--- src/rtl/vid_irq_pkg.sv ---
package vid_irq_pkg;
  localparam int ADDR_PEND_C   = 0;
  localparam int ADDR_ENABLE_C = 1;
  localparam int ADDR_STATUS_C = 2;
  localparam int CFG_BASE_C    = 4;
  localparam int EVT_LINE_START  = 0;
  localparam int EVT_LINE_END    = 1;
  localparam int EVT_FIELD_START = 2;
  localparam int EVT_FIELD_END   = 3;
endpackage

--- src/rtl/vid_evt_pending.sv ---
module vid_evt_pending #(
  parameter int NEVT = 4
) (
  input  logic            clk,
  input  logic            rst,
  input  logic [NEVT-1:0] evt,
  input  logic            clr_we,
  input  logic [NEVT-1:0] clr_mask,
  input  logic            en_we,
  input  logic [NEVT-1:0] en_data,
  output logic [NEVT-1:0] pend_q,
  output logic [NEVT-1:0] en_q,
  output logic            irq_q
);
  logic [NEVT-1:0] pend_next;
  logic [NEVT-1:0] en_next;

  always_comb begin
    pend_next = pend_q;
    if (clr_we) pend_next = pend_next & ~clr_mask;
    pend_next = pend_next | evt;             // an arriving event beats a clear
    en_next = en_we ? en_data : en_q;
  end

  always_ff @(posedge clk) begin
    if (rst) begin
      pend_q <= '0;
      en_q   <= '0;
      irq_q  <= 1'b0;
    end else begin
      pend_q <= pend_next;
      en_q   <= en_next;
      irq_q  <= |(pend_next & en_next);
    end
  end
endmodule

--- src/rtl/vid_cfg_bank.sv ---
module vid_cfg_bank #(
  parameter int NREG  = 4,
  parameter int W     = 16,
  parameter int IDX_W = (NREG > 1) ? $clog2(NREG) : 1
) (
  input  logic              clk,
  input  logic              rst,
  input  logic              wr_en,
  input  logic [IDX_W-1:0]  wr_idx,
  input  logic [W-1:0]      wr_data,
  input  logic              commit,
  output logic [NREG*W-1:0] shadow_flat,
  output logic [NREG*W-1:0] active_flat,
  output logic              dirty
);
  for (genvar g = 0; g < NREG; g++) begin : g_reg
    logic [W-1:0] shadow_q;
    logic [W-1:0] active_q;
    always_ff @(posedge clk) begin
      if (rst) begin
        shadow_q <= '0;
        active_q <= '0;
      end else begin
        if (wr_en && wr_idx == IDX_W'(g)) shadow_q <= wr_data;
        if (commit) active_q <= shadow_q;    // old shadow value: a same-cycle write waits a frame
      end
    end
    assign shadow_flat[g*W +: W] = shadow_q;
    assign active_flat[g*W +: W] = active_q;
  end

  always_ff @(posedge clk) begin
    if (rst) dirty <= 1'b0;
    else     dirty <= wr_en | (dirty & ~commit);
  end
endmodule

--- src/rtl/vid_reg_rd.sv ---
module vid_reg_rd
  import vid_irq_pkg::*;
#(
  parameter int NEVT   = 4,
  parameter int NREG   = 4,
  parameter int DATA_W = 16,
  parameter int ADDR_W = 4,
  parameter int IDX_W  = (NREG > 1) ? $clog2(NREG) : 1
) (
  input  logic                   clk,
  input  logic                   rst,
  input  logic                   rd_en,
  input  logic [ADDR_W-1:0]      rd_addr,
  input  logic [NEVT-1:0]        pend,
  input  logic [NEVT-1:0]        en,
  input  logic                   dirty,
  input  logic [NREG*DATA_W-1:0] shadow_flat,
  output logic [DATA_W-1:0]      rd_data,
  output logic                   rd_valid
);
  localparam logic [ADDR_W-1:0] A_PEND = ADDR_W'(ADDR_PEND_C);
  localparam logic [ADDR_W-1:0] A_EN   = ADDR_W'(ADDR_ENABLE_C);
  localparam logic [ADDR_W-1:0] A_STAT = ADDR_W'(ADDR_STATUS_C);
  localparam logic [ADDR_W-1:0] A_CFG0 = ADDR_W'(CFG_BASE_C);
  localparam logic [ADDR_W-1:0] A_CFGN = ADDR_W'(CFG_BASE_C + NREG);

  logic [ADDR_W-1:0] cfg_off;
  logic [DATA_W-1:0] mux;

  always_comb begin
    cfg_off = rd_addr - A_CFG0;
    mux = '0;
    if (rd_addr == A_PEND)      mux = {{(DATA_W-NEVT){1'b0}}, pend};
    else if (rd_addr == A_EN)   mux = {{(DATA_W-NEVT){1'b0}}, en};
    else if (rd_addr == A_STAT) mux = {{(DATA_W-1){1'b0}}, dirty};
    else if (rd_addr >= A_CFG0 && rd_addr < A_CFGN)
      mux = shadow_flat[cfg_off[IDX_W-1:0]*DATA_W +: DATA_W];
  end

  always_ff @(posedge clk) begin
    if (rst) begin
      rd_data  <= '0;
      rd_valid <= 1'b0;
    end else begin
      rd_valid <= rd_en;
      if (rd_en) rd_data <= mux;
    end
  end
endmodule

--- src/rtl/vid_evt_irq_top.sv ---
module vid_evt_irq_top
  import vid_irq_pkg::*;
#(
  parameter int NEVT   = 4,
  parameter int NREG   = 4,
  parameter int DATA_W = 16,
  parameter int ADDR_W = 4
) (
  input  logic                   clk,
  input  logic                   rst,
  input  logic [NEVT-1:0]        evt_strobe,
  input  logic                   wr_en,
  input  logic [ADDR_W-1:0]      wr_addr,
  input  logic [DATA_W-1:0]      wr_data,
  input  logic                   rd_en,
  input  logic [ADDR_W-1:0]      rd_addr,
  output logic [DATA_W-1:0]      rd_data,
  output logic                   rd_valid,
  output logic                   irq,
  output logic [NREG*DATA_W-1:0] cfg_active
);
  localparam int IDX_W = (NREG > 1) ? $clog2(NREG) : 1;
  localparam logic [ADDR_W-1:0] A_PEND = ADDR_W'(ADDR_PEND_C);
  localparam logic [ADDR_W-1:0] A_EN   = ADDR_W'(ADDR_ENABLE_C);
  localparam logic [ADDR_W-1:0] A_CFG0 = ADDR_W'(CFG_BASE_C);
  localparam logic [ADDR_W-1:0] A_CFGN = ADDR_W'(CFG_BASE_C + NREG);

  logic              wr_pend, wr_enable, wr_cfg, commit, dirty;
  logic [ADDR_W-1:0] wr_off;
  logic [NEVT-1:0]   pend_q, en_q;
  logic [NREG*DATA_W-1:0] shadow_flat;

  assign wr_pend   = wr_en && (wr_addr == A_PEND);
  assign wr_enable = wr_en && (wr_addr == A_EN);
  assign wr_cfg    = wr_en && (wr_addr >= A_CFG0) && (wr_addr < A_CFGN);
  assign wr_off    = wr_addr - A_CFG0;
  assign commit    = evt_strobe[EVT_FIELD_START];

  vid_evt_pending #(.NEVT(NEVT)) u_pend (
    .clk(clk), .rst(rst), .evt(evt_strobe),
    .clr_we(wr_pend), .clr_mask(wr_data[NEVT-1:0]),
    .en_we(wr_enable), .en_data(wr_data[NEVT-1:0]),
    .pend_q(pend_q), .en_q(en_q), .irq_q(irq)
  );

  vid_cfg_bank #(.NREG(NREG), .W(DATA_W)) u_cfg (
    .clk(clk), .rst(rst), .wr_en(wr_cfg), .wr_idx(wr_off[IDX_W-1:0]),
    .wr_data(wr_data), .commit(commit),
    .shadow_flat(shadow_flat), .active_flat(cfg_active), .dirty(dirty)
  );

  vid_reg_rd #(.NEVT(NEVT), .NREG(NREG), .DATA_W(DATA_W), .ADDR_W(ADDR_W)) u_rd (
    .clk(clk), .rst(rst), .rd_en(rd_en), .rd_addr(rd_addr),
    .pend(pend_q), .en(en_q), .dirty(dirty), .shadow_flat(shadow_flat),
    .rd_data(rd_data), .rd_valid(rd_valid)
  );
endmodule

--- config.mk ---
export PLATFORM = sky130hd
export DESIGN_NAME = vid_evt_irq_top
export DESIGN_NICKNAME = d
export VERILOG_FILES = /design/src/rtl/vid_irq_pkg.sv /design/src/rtl/vid_evt_pending.sv /design/src/rtl/vid_cfg_bank.sv /design/src/rtl/vid_reg_rd.sv /design/src/rtl/vid_evt_irq_top.sv
export SDC_FILE = /design/constraint.sdc
export NUM_CORES = 1
export LEC_CHECK = 0
export ABC_AREA = 1
export CORE_UTILIZATION = 40
export CTS_BUF_LIST = sky130_fd_sc_hd__clkbuf_8
export CTS_CLUSTER_SIZE = 40
export DETAILED_ROUTE_END_ITERATION = 6
export PLACE_DENSITY = 0.65
export SKIP_LAST_GASP = 1
export SLEW_MARGIN = 20
export SYNTH_ARGS = -nofsm -noshare
export SYNTH_HDL_FRONTEND = slang
export SYNTH_SLANG_ARGS = --single-unit
--- constraint.sdc ---
create_clock -name clk -period 1.22 [get_ports clk]
set_input_delay 0.244 -clock clk [delete_from_list [all_inputs] [get_ports clk]]
set_output_delay 0.244 -clock clk [all_outputs]
set_load 0.02 [all_outputs]
[Word level (Yosys, flattened, before mapping)]
Index checks and enable logic that the tools add are counted.
Operators by class
  $add $sub $neg: 2
  order comparisons: 4
  equality and inequality tests: 6
  shift-type cells: 1
  mux-type cells: 6
  bitwise gates (word level): 7
  reductions and logical operators: 13
Operator list (count)
  16-bit 2-to-1 mux: 4
  64-bit by 7-bit variable part select with 16-bit output: 1
  1-bit logical AND: 9
  4-bit bitwise AND: 2
  4-bit by 1-bit == test with 1-bit output (second input constant): 2
  4-bit by 3-bit >= comparator with 1-bit output (second input constant): 2
  4-bit logical NOT: 2
  4-bit < comparator (second input constant): 2
  4-bit 2-to-1 mux: 2
  2-bit == test (second input constant): 2
  4-bit by 2-bit == test with 1-bit output (second input constant): 1
  4-bit inverter: 1
  4-bit bitwise OR: 1
  4-bit OR reduction: 1
  2-bit by 1-bit subtractor with 2-bit output (second input constant): 2
  2-bit by 1-bit == test with 1-bit output (second input constant): 1
  2-bit logical NOT: 1
  1-bit bitwise AND: 1
  1-bit inverter: 1
  1-bit bitwise OR: 1
Word-level totals
  flip-flop bits (word level): 155
  bits of input ports: 32
  output and inout port bits: 82
  word-level logic and storage cells: 53

[Longest topological paths before layout]
Gate-level depths: netlist (run 1).
  depth in word-level cells: 6
  gate-level depth with buffers: 10
  depth with buffers taken out: 9

[By module]
A second synthesis (run 1) with hierarchy kept.
Second synthesis, totals
  cells, all modules: 899
  area, all modules: 6402.4 um^2
Modules (own cells, without submodules)
  vid_cfg_bank: times used 1, cells an instance 646, area an instance 4740.8 um^2, sequential area each 2582.5 um^2
  vid_reg_rd: times used 1, cells an instance 188, area an instance 1255.0 um^2, sequential area each 340.3 um^2
  vid_evt_pending: times used 1, cells an instance 55, area an instance 362.8 um^2, sequential area each 180.2 um^2
  vid_evt_irq_top: times used 1, cells an instance 10, area an instance 43.8 um^2, sequential area each 0.0 um^2

[Worst setup path after synthesis (run 1)]
No wires, ideal clock.
  kind: input to register
  from: input port rd_addr[1]
  to: register u_rd.rd_data[10]
  library setup time: 0.132 ns
  arrival time: 1.061 ns
  required time: 1.088 ns
  setup slack: 0.027 ns
  cell stages on the path: 9
  path buffers: 2
  cell sequence: buf_4 -> inv_1 -> nand2_1 -> inv_1 -> buf_4 -> a22oi_1 -> o21ai_1 -> nand2_1 -> a21oi_1
Between the ends
  word-level cells in the longest chain between the ends: 6
  elaborated cells on any way between the ends: 12
  classes of those cells: add/sub (1); order compare (2); eq/ne (2); shift (1); mux (4); reduce/logical (2)
Ends and longest elaborated chain
  start: declaration: line vid_evt_irq_top.sv:16  | input logic [ADDR_W-1:0] rd_addr,
  2-bit by 1-bit subtractor with 2-bit output (tied with other cells): line vid_reg_rd.sv:31  | cfg_off = rd_addr - A_CFG0;
  64-bit by 7-bit variable part select with 16-bit output / 1-bit logical AND (equally long branches): line vid_reg_rd.sv:37, vid_reg_rd.sv:36
  16-bit 2-to-1 mux: line vid_reg_rd.sv:36  | else if (rd_addr >= A_CFG0 && rd_addr < A_CFGN)
  16-bit 2-to-1 mux: line vid_reg_rd.sv:35  | else if (rd_addr == A_STAT) mux = {{(DATA_W-1){1'b0}}, dirty};
  16-bit 2-to-1 mux: line vid_reg_rd.sv:34  | else if (rd_addr == A_EN) mux = {{(DATA_W-NEVT){1'b0}}, en};
  16-bit 2-to-1 mux *: line vid_reg_rd.sv:33  | if (rd_addr == A_PEND) mux = {{(DATA_W-NEVT){1'b0}}, pend};
  end signal: assignment: line vid_reg_rd.sv:46  | if (rd_en) rd_data <= mux;
  end: declaration: line vid_reg_rd.sv:18  | output logic [DATA_W-1:0] rd_data,
Every way passes the cells marked *; elsewhere a longest branch is shown, timed or not.
A chain may end at the register's enable or synchronous reset.

[Worst setup path in the final report (run 1)]
  from: register u_cfg.g_reg[3].active_q[14]
  to: output port cfg_active[62]
RTL lines
  start: declaration: line vid_cfg_bank.sv:18  | logic [W-1:0] active_q;
  start signal: assignment: line vid_cfg_bank.sv:25  | if (commit) active_q <= shadow_q;
  end: declaration: line vid_evt_irq_top.sv:20  | output logic [NREG*DATA_W-1:0] cfg_active
No word-level cell between the ends.

==> results of run 1 <==
-- sequential cells by signal, summed over array words and instances, names as in the netlist --
| signal | flops |
|---|---|
| u_cfg.g.active_q | 64 |
| u_pend.pend_q | 4 |
| u_cfg.dirty | 1 |
| u_cfg.g.shadow_q | 64 |
| u_rd.rd_data | 16 |
| u_rd.rd_valid | 1 |
| u_pend.irq_q | 1 |
| u_pend.en_q | 4 |
-- timing repair --
action / 4_1_cts / 5_1_grt
setup buffers: 2 / 2
pin swaps: 0 / 2
gates resized for setup: 385 / 109
gates cloned: 0 / 2
endpoints found under the setup margin: 118 / 137
-- cells by family after synthesis --
kind of cell	synth area share, %
compound gates	22.7
simple gates	17.0
flops	52.3
buf+inv	7.91
-- per-layer routing --
layer / share of wire [%] / up-vias
met5: 0 / -
met1: 49 / 2552
met4: 1.7 / 0
li1: - / 2840
met3: 5.7 / 26
met2: 43 / 170
-- per-stage QoR --
| stage | TNS (ns) | hold WS (ns) |
|---|---|---|
| 2_1_floorplan | 0 | 0.338 |
| 3_3_place_gp | -49.79 | 0.456 |
| 3_5_place_dp | -51.56 | 0.463 |
| 4_1_cts | -0.225 | 0.0790 |
| 5_1_grt | -0.00216 | 0.0957 |
| 6_report | 0 | 0.0831 |
-- area by class of cell --
cell class / instances / share of cell area (%)
diodes: 1 / 0.0317
clock buffers: 19 / 3.31
clock inverters: 13 / 1.28
inverters: 62 / 3.16
multi-input cells: 510 / 30.6
flip-flops and latches: 155 / 40.1
well taps: 184 / 2.92
repair buffers: 168 / 18.6
-- report_power, final --
group	switching, mW	leakage, nW	internal (mW)
clock	1.93	0.198	1.70
combinational	0.750	1.84	0.528
sequential	0.112	1.28	5.25
total	2.79	3.32	7.47
-- path summary, 6_finish.rpt --
path                            depth (start not counted)                   startpoint                    endpoint  slack [ns]
worst max-delay path                                    1  u_cfg.g_reg[3].active_q[14]              cfg_active[62]        0.03
worst min-delay path                                    2                evt_strobe[2]  u_cfg.g_reg[1].active_q[9]        0.08
worst max register to register                          8             u_pend.pend_q[1]                u_pend.irq_q        0.19
worst min register to register                          2              u_rd.rd_data[0]             u_rd.rd_data[0]        0.47
-- cells in the final DEF (no fill, tap or decap), types with 2 or more instances in the layout --
master / instances
sky130_fd_sc_hd__nor2_1: 140
sky130_fd_sc_hd__o21ai_0: 125
sky130_fd_sc_hd__buf_4: 109
sky130_fd_sc_hd__dfxtp_1: 107
sky130_fd_sc_hd__a21oi_1: 90
sky130_fd_sc_hd__nand2_1: 77
sky130_fd_sc_hd__inv_1: 50
sky130_fd_sc_hd__dfxtp_2: 47
sky130_fd_sc_hd__o21ai_1: 32
sky130_fd_sc_hd__clkdlybuf4s50_1: 23
sky130_fd_sc_hd__clkbuf_8: 19
sky130_fd_sc_hd__buf_2: 13
sky130_fd_sc_hd__inv_2: 10
sky130_fd_sc_hd__a22oi_1: 10
sky130_fd_sc_hd__nand3_1: 10
sky130_fd_sc_hd__buf_6: 7
sky130_fd_sc_hd__buf_12: 7
sky130_fd_sc_hd__clkinv_2: 6
sky130_fd_sc_hd__dlymetal6s2s_1: 6
sky130_fd_sc_hd__nor2_4: 5
sky130_fd_sc_hd__nand4_1: 4
sky130_fd_sc_hd__nor2_2: 3
sky130_fd_sc_hd__nand2_2: 3
sky130_fd_sc_hd__nand3_4: 3
sky130_fd_sc_hd__inv_4: 2
sky130_fd_sc_hd__clkinvlp_4: 2
sky130_fd_sc_hd__inv_6: 2
sky130_fd_sc_hd__clkbuf_16: 2
==> impl_results.html, run 1 <==
<table>
<tr><th>Metric</th><th>Value</th></tr>
<tr><th colspan="2">Outcome</th></tr>
<tr><td>Result of the run</td><td>completed</td></tr>
<tr><th colspan="2">Global routing</th></tr>
<tr><td>GR met2 Demand/Resource</td><td>33.3%</td></tr>
<tr><td>Wire length of the first global-routing pass</td><td>26700 µm</td></tr>
<tr><td>Antenna violations before repair</td><td>1</td></tr>
<tr><td>Pin count of the biggest net entering global routing</td><td>51</td></tr>
<tr><td>Remaining global-route overflow</td><td>0</td></tr>
<tr><td>Tot GR Track Use</td><td>23.1%</td></tr>
<tr><td>Vias in the first global route</td><td>4997</td></tr>
<tr><td>Gr busiest metal</td><td>met1</td></tr>
<tr><td>Met1 Usage GRT</td><td>33.9%</td></tr>
<tr><td>Met3 demand-to-capacity share in global routing</td><td>4.90%</td></tr>
<tr><th colspan="2">Clock tree</th></tr>
<tr><td>Clock tree from TritonCTS</td><td>built</td></tr>
<tr><td>Clock Latency Late Sink</td><td>0.46 ns</td></tr>
<tr><td>Maximum level of the CTS H-tree</td><td>4</td></tr>
<tr><td>Quantity of hold-fixing buffers added after cts</td><td>0</td></tr>
<tr><td>Number of clock sinks</td><td>155</td></tr>
<tr><td>Clock transition at the registers of the reported paths</td><td>0.08 ns</td></tr>
<tr><td>Maximum number of buffers from clock root to sink</td><td>2</td></tr>
<tr><td>Number of buffers created by CTS</td><td>17</td></tr>
<tr><td>Root Buffer</td><td>sky130_fd_sc_hd__clkbuf_8</td></tr>
<tr><th colspan="2">Finish</th></tr>
<tr><td>Area growth from synthesis to layout</td><td>33.1%</td></tr>
<tr><td>Share of layout cells above drive strength 1</td><td>26.6%</td></tr>
<tr><td>Final cell count without fillers</td><td>1112</td></tr>
<tr><td>Summed area of non-filler cells in the final layout</td><td>7890 µm²</td></tr>
<tr><td>Area of the multi-input gates</td><td>2410 µm²</td></tr>
<tr><td>Count of nets after finishing</td><td>946</td></tr>
<tr><td>Register area</td><td>3170 µm²</td></tr>
<tr><td>Layout Utilization</td><td>54.5%</td></tr>
<tr><td>Fill cell instance count of the final layout</td><td>1429</td></tr>
<tr><th colspan="2">Yosys</th></tr>
<tr><td>Library cell occupying the most area in the post-synthesis netlist</td><td>sky130_fd_sc_hd__dfxtp_1</td></tr>
<tr><td>Fraction of synthesis flops using an asynchronous set or reset pin</td><td>0%</td></tr>
<tr><td>Fraction of post-synthesis cell area in the top cell type by area</td><td>52.3%</td></tr>
<tr><td>Sequential fraction of the synthesis area</td><td>52.3%</td></tr>
<tr><td>Top area cells in the synthesized netlist</td><td>sky130_fd_sc_hd__dfxtp_1, sky130_fd_sc_hd__o21ai_0, sky130_fd_sc_hd__nor2_1</td></tr>
<tr><td>Most frequently used cell type in the post-synthesis netlist</td><td>sky130_fd_sc_hd__dfxtp_1</td></tr>
<tr><td>Avg Cell Area, Syn</td><td>7.64 µm²</td></tr>
<tr><td>Instance count of the mapped netlist</td><td>776</td></tr>
<tr><td>Summed instance area of the synthesized netlist</td><td>5930 µm²</td></tr>
<tr><td>Net count after synthesis</td><td>808</td></tr>
<tr><td>Count of flip-flops with a built-in enable after synthesis</td><td>0</td></tr>
<tr><td>Top_reg_cell synth</td><td>sky130_fd_sc_hd__dfxtp_1</td></tr>
<tr><td>Post-synthesis register bit count</td><td>155</td></tr>
<tr><td>Count of yosys warnings during synthesis</td><td>0</td></tr>
<tr><td>Post-synth cell types</td><td>26</td></tr>
<tr><td>Cell types with the highest counts after synthesis</td><td>sky130_fd_sc_hd__dfxtp_1, sky130_fd_sc_hd__nor2_1, sky130_fd_sc_hd__o21ai_0, sky130_fd_sc_hd__a21oi_1, sky130_fd_sc_hd__nand2_1</td></tr>
<tr><th colspan="2">Worst setup path</th></tr>
<tr><td>Critical path fanouts, max</td><td>2</td></tr>
<tr><td>Gate family responsible for the most delay along the worst path</td><td>flip-flops</td></tr>
<tr><td>Critical path start-end classification</td><td>reg2out</td></tr>
<tr><td>Worst path bufs/invs</td><td>1</td></tr>
<tr><td>Arrival time reported for the critical path endpoint</td><td>0.95 ns</td></tr>
<tr><td>Crit path required time</td><td>0.98 ns</td></tr>
<tr><td>Worst path cell trace</td><td>buf_6</td></tr>
<tr><td>Element type at the critical path start</td><td>flop</td></tr>
<tr><td>Critical-path cell with the highest stage delay</td><td>sky130_fd_sc_hd__dfxtp_4</td></tr>
<tr><td>Max incr delay on CP</td><td>0.37 ns</td></tr>
<tr><td>Worst Setup End Kind</td><td>output pin</td></tr>
<tr><th colspan="2">Timing</th></tr>
<tr><td>Number of hold-slack violations in the final timing report</td><td>0</td></tr>
<tr><td>Slew Limit Fails</td><td>0</td></tr>
<tr><td>Worst slew pin tran</td><td>0.350 ns</td></tr>
<tr><td>Setup repair after global routing missed its margin</td><td>true</td></tr>
<tr><td>Finish-stage setup viols</td><td>0</td></tr>
<tr><td>Max Clock Freq</td><td>0.837 GHz</td></tr>
<tr><td>Worst setup margin</td><td>0.0259 ns</td></tr>
<tr><td>Final period demand of the worst path</td><td>1.19 ns</td></tr>
<tr><td>Layout Skew</td><td>0.00845 ns</td></tr>
<tr><td>Relative slew slack</td><td>76.7%</td></tr>
<tr><td>Final worst-path cycle share</td><td>97.9%</td></tr>
<tr><th colspan="2">Pwr</th></tr>
<tr><td>Maximum vdd ir drop</td><td>0.671 mV</td></tr>
<tr><td>Power consumption</td><td>10.3 mW</td></tr>
<tr><td>Pwr dens</td><td>1300 nW/µm²</td></tr>
<tr><td>Static leakage</td><td>3.32 nW</td></tr>
<tr><th colspan="2">Worst hold path</th></tr>
<tr><td>Hold/Removal Path Class</td><td>in2reg</td></tr>
<tr><th colspan="2">Floorplanning</th></tr>
<tr><td>Die Outline Area</td><td>15300 µm²</td></tr>
<tr><td>Core Rows</td><td>44</td></tr>
<tr><td>Overall die width</td><td>124 µm</td></tr>
<tr><td>Die Y</td><td>124 µm</td></tr>
<tr><td>Placeable core area</td><td>14500 µm²</td></tr>
<tr><td>Initial Util</td><td>41.0%</td></tr>
<tr><td>IO Pins</td><td>114</td></tr>
<tr><th colspan="2">Placed design</th></tr>
<tr><td>Count of port buffers added during placement</td><td>113</td></tr>
<tr><td>Final RePlAce weighted congestion</td><td>0.887</td></tr>
<tr><td>Instance area at placement</td><td>7500 µm²</td></tr>
<tr><td>Worst setup timing slack at the placement stage</td><td>-0.571 ns</td></tr>
<tr><td>Cell count after placement</td><td>1073</td></tr>
<tr><td>Final HPWL from detailed placement</td><td>12300 µm</td></tr>
<tr><th colspan="2">Detailed routing</th></tr>
<tr><td>Avg Vias per Cell</td><td>5.03</td></tr>
<tr><td>Sum of routed wire length over all layers</td><td>17600 µm</td></tr>
<tr><td>Pre-Repair DR Iteration Count</td><td>5</td></tr>
<tr><td>Vias after detailed routing</td><td>5588</td></tr>
<tr><td># DRC</td><td>0</td></tr>
<tr><td>Average wire length per cell after detail routing</td><td>15.8 µm</td></tr>
<tr><td>Count of antenna-violating nets left after detailed routing</td><td>0</td></tr>
<tr><td>Starting DRC count in detailed routing</td><td>487</td></tr>
<tr><th colspan="2">Job</th></tr>
<tr><td>Reported max-cap violation count</td><td>0</td></tr>
</table>
(Power assumes the default switching activity.)
==> run 2: changes to the inputs <==
--- a/config.mk
+++ b/config.mk
@@ -11,6 +11,7 @@
 export CTS_CLUSTER_SIZE = 40
 export DETAILED_ROUTE_END_ITERATION = 6
 export PLACE_DENSITY = 0.65
+export SKIP_CTS_REPAIR_TIMING = 1
 export SKIP_LAST_GASP = 1
 export SLEW_MARGIN = 20
 export SYNTH_ARGS = -nofsm -noshare
==> run 2 against run 1 <==
Against the previous run:
- worst setup slack got worse by 0.012 ns
- sequential power about the same
- die area unchanged
==> impl_results.html, run 2 (synthesis gave the netlist of run 1 again) <==
<table>
<tr><th>Metric</th><th>Value</th></tr>
<tr><th colspan="2">Outcome</th></tr>
<tr><td>Result of the run</td><td>completed</td></tr>
<tr><th colspan="2">Worst setup path</th></tr>
<tr><td>CP Launch Point</td><td>u_cfg.g_reg[3].active_q[14]</td></tr>
<tr><td>Critical-path cell with the highest stage delay</td><td>sky130_fd_sc_hd__dfxtp_2</td></tr>
<tr><td>Worst R2R Start</td><td>u_pend.pend_q[1]</td></tr>
<tr><td>Critical path fanouts, max</td><td>2</td></tr>
<tr><td>Critical path start-end classification</td><td>reg2out</td></tr>
<tr><td>Arrival time reported for the critical path endpoint</td><td>0.96 ns</td></tr>
<tr><td>Number of cells on the critical path</td><td>1</td></tr>
<tr><td>Worst setup slack for register-to-register paths</td><td>0.15 ns</td></tr>
<tr><td>Worst Setup End Kind</td><td>output pin</td></tr>
<tr><td>Termination of the worst setup path</td><td>cfg_active[62]</td></tr>
<tr><td>Gate family responsible for the most delay along the worst path</td><td>flip-flops</td></tr>
<tr><td>Crit path required time</td><td>0.98 ns</td></tr>
<tr><td>Worst path cell trace</td><td>buf_4</td></tr>
<tr><td>Destination of the worst register-to-register timing path</td><td>u_pend.irq_q</td></tr>
<tr><td>Path depth of the worst reg2reg path</td><td>8</td></tr>
<tr><td>Max incr delay on CP</td><td>0.36 ns</td></tr>
<tr><td>Worst path bufs/invs</td><td>1</td></tr>
<tr><td>Element type at the critical path start</td><td>flop</td></tr>
<tr><th colspan="2">Global routing</th></tr>
<tr><td>Remaining global-route overflow</td><td>0</td></tr>
<tr><td>Pin count of the biggest net entering global routing</td><td>51</td></tr>
<tr><td>Tot GR Track Use</td><td>23.1%</td></tr>
<tr><td>Antenna violations before repair</td><td>1</td></tr>
<tr><td>Wire length of the first global-routing pass</td><td>26600 µm</td></tr>
<tr><td>Vias in the first global route</td><td>4983</td></tr>
<tr><th colspan="2">Clock tree</th></tr>
<tr><td>Maximum number of buffers from clock root to sink</td><td>2</td></tr>
<tr><td>Root Buffer</td><td>sky130_fd_sc_hd__clkbuf_8</td></tr>
<tr><td>Number of buffers created by CTS</td><td>17</td></tr>
<tr><td>Number of clock sinks</td><td>155</td></tr>
<tr><td>Maximum level of the CTS H-tree</td><td>4</td></tr>
<tr><td>Clock tree from TritonCTS</td><td>built</td></tr>
<tr><td>Clock transition at the registers of the reported paths</td><td>0.08 ns</td></tr>
<tr><td>Clock Latency Late Sink</td><td>0.45 ns</td></tr>
<tr><th colspan="2">Finish</th></tr>
<tr><td>Final cell count without fillers</td><td>1108</td></tr>
<tr><td>Most frequent cells in the layout</td><td>sky130_fd_sc_hd__nor2_1, sky130_fd_sc_hd__o21ai_0, sky130_fd_sc_hd__dfxtp_1, sky130_fd_sc_hd__buf_4, sky130_fd_sc_hd__a21oi_1</td></tr>
<tr><td>Most common library cell in the layout ignoring fill and taps</td><td>sky130_fd_sc_hd__nor2_1</td></tr>
<tr><td>Count of nets after finishing</td><td>942</td></tr>
<tr><td>Area growth from synthesis to layout</td><td>32.1%</td></tr>
<tr><td>Share of layout cells above drive strength 1</td><td>26.2%</td></tr>
<tr><td>Top Registers</td><td>u_cfg.g.active_q (64), u_cfg.g.shadow_q (64), u_rd.rd_data (16)</td></tr>
<tr><th colspan="2">Timing</th></tr>
<tr><td>Max Clock Freq</td><td>0.829 GHz</td></tr>
<tr><td>Relative slew slack</td><td>76.6%</td></tr>
<tr><td>Number of hold-slack violations in the final timing report</td><td>0</td></tr>
<tr><td>Final total negative setup slack</td><td>0 ns</td></tr>
<tr><td>Slew Limit Fails</td><td>0</td></tr>
<tr><td>Finish-stage setup viols</td><td>0</td></tr>
<tr><td>Setup repair after global routing missed its margin</td><td>true</td></tr>
<tr><td>Layout Skew</td><td>0.00587 ns</td></tr>
<tr><td>Final period demand of the worst path</td><td>1.21 ns</td></tr>
<tr><td>Final worst-path cycle share</td><td>98.9%</td></tr>
<tr><td>Worst slew pin tran</td><td>0.351 ns</td></tr>
<tr><th colspan="2">Worst hold path</th></tr>
<tr><td>Hold/Removal Path Class</td><td>in2reg</td></tr>
<tr><th colspan="2">Detailed routing</th></tr>
<tr><td># DRC</td><td>0</td></tr>
<tr><td>Count of antenna-violating nets left after detailed routing</td><td>0</td></tr>
<tr><td>Average wire length per cell after detail routing</td><td>15.5 µm</td></tr>
<tr><td>Starting DRC count in detailed routing</td><td>458</td></tr>
<tr><td>Avg Vias per Cell</td><td>4.95</td></tr>
<tr><td>Vias after detailed routing</td><td>5485</td></tr>
<tr><td>Sum of routed wire length over all layers</td><td>17200 µm</td></tr>
<tr><td>Pre-Repair DR Iteration Count</td><td>5</td></tr>
<tr><th colspan="2">Floorplanning</th></tr>
<tr><td>Core Rows</td><td>44</td></tr>
<tr><td>Overall die width</td><td>124 µm</td></tr>
<tr><td>Die Outline Area</td><td>15300 µm²</td></tr>
<tr><td>IO Pins</td><td>114</td></tr>
<tr><td>Placeable core area</td><td>14500 µm²</td></tr>
<tr><td>Initial Util</td><td>41.0%</td></tr>
<tr><td>Die Y</td><td>124 µm</td></tr>
<tr><th colspan="2">Placed design</th></tr>
<tr><td>Final HPWL from detailed placement</td><td>12300 µm</td></tr>
<tr><td>Final RePlAce weighted congestion</td><td>0.887</td></tr>
<tr><td>Count of port buffers added during placement</td><td>113</td></tr>
<tr><td>Cell count after placement</td><td>1073</td></tr>
<tr><th colspan="2">Pwr</th></tr>
<tr><td>Static leakage</td><td>3.29 nW</td></tr>
<tr><td>Pwr dens</td><td>1310 nW/µm²</td></tr>
<tr><td>Maximum vdd ir drop</td><td>0.660 mV</td></tr>
<tr><th colspan="2">Job</th></tr>
<tr><td>Reported max-cap violation count</td><td>0</td></tr>
</table>
## run 2: area by class of cell
type                            count  area (µm²)
Multi-Input combinational cell    510        2400
Fill cell                        1437        6650
Antenna cell                        1        2.50
Tap cell                          184         230
Clock inverter                     13         101
Clock buffer                       19         262
Sequential cell                   155        3160
Inverter                           62         251
Timing Repair Buffer              164        1420
## run 2: routing by layer
layer	global-route usage, %	part of all wire, %	vias up
met5	0	0	-
met1	33.9	51	2470
met3	4.95	5.3	23
met2	33.1	43	160
li1	-	-	2832
met4	7.76	1.6	0
## run 2: worst min-delay path by stage
stage | start | end | slack, ns | depth (start not counted)
after global routing | evt_strobe[2] | u_cfg.g_reg[1].active_q[9] | 0.1 | 2
after global placement | u_rd.rd_data[10] | u_rd.rd_data[10] | 0.46 | 2
after CTS | evt_strobe[2] | u_cfg.g_reg[1].active_q[9] | 0.08 | 2
final | evt_strobe[2] | u_cfg.g_reg[1].active_q[9] | 0.09 | 2
after floorplan | rd_en | u_rd.rd_data[12] | 0.34 | 1
after detailed placement | u_rd.rd_data[3] | u_rd.rd_data[3] | 0.46 | 2
## run 2: through the flow
step / power (mW) / setup slack (ns) / util (%) / instance area, µm² / hold slack [ns]
2_1_floorplan: 6.09 / 0.0265 / - / 5930 / 0.338
3_5_place_dp: 6.75 / -0.571 / 51.8 / 7500 / 0.463
3_3_place_gp: 6.74 / -0.535 / 51.8 / 7500 / 0.456
5_1_grt: 10.7 / -0.0259 / 54.1 / 7830 / 0.0957
4_1_cts: 10.3 / -0.540 / 54.3 / 7870 / 0.0790
6_report: 10.3 / 0.0136 / 54.1 / 7830 / 0.0903
## run 2: where the power goes
group | internal, mW | switching, mW
logic | 0.527 | 0.744
clock network | 1.70 | 1.93
registers | 5.25 | 0.112
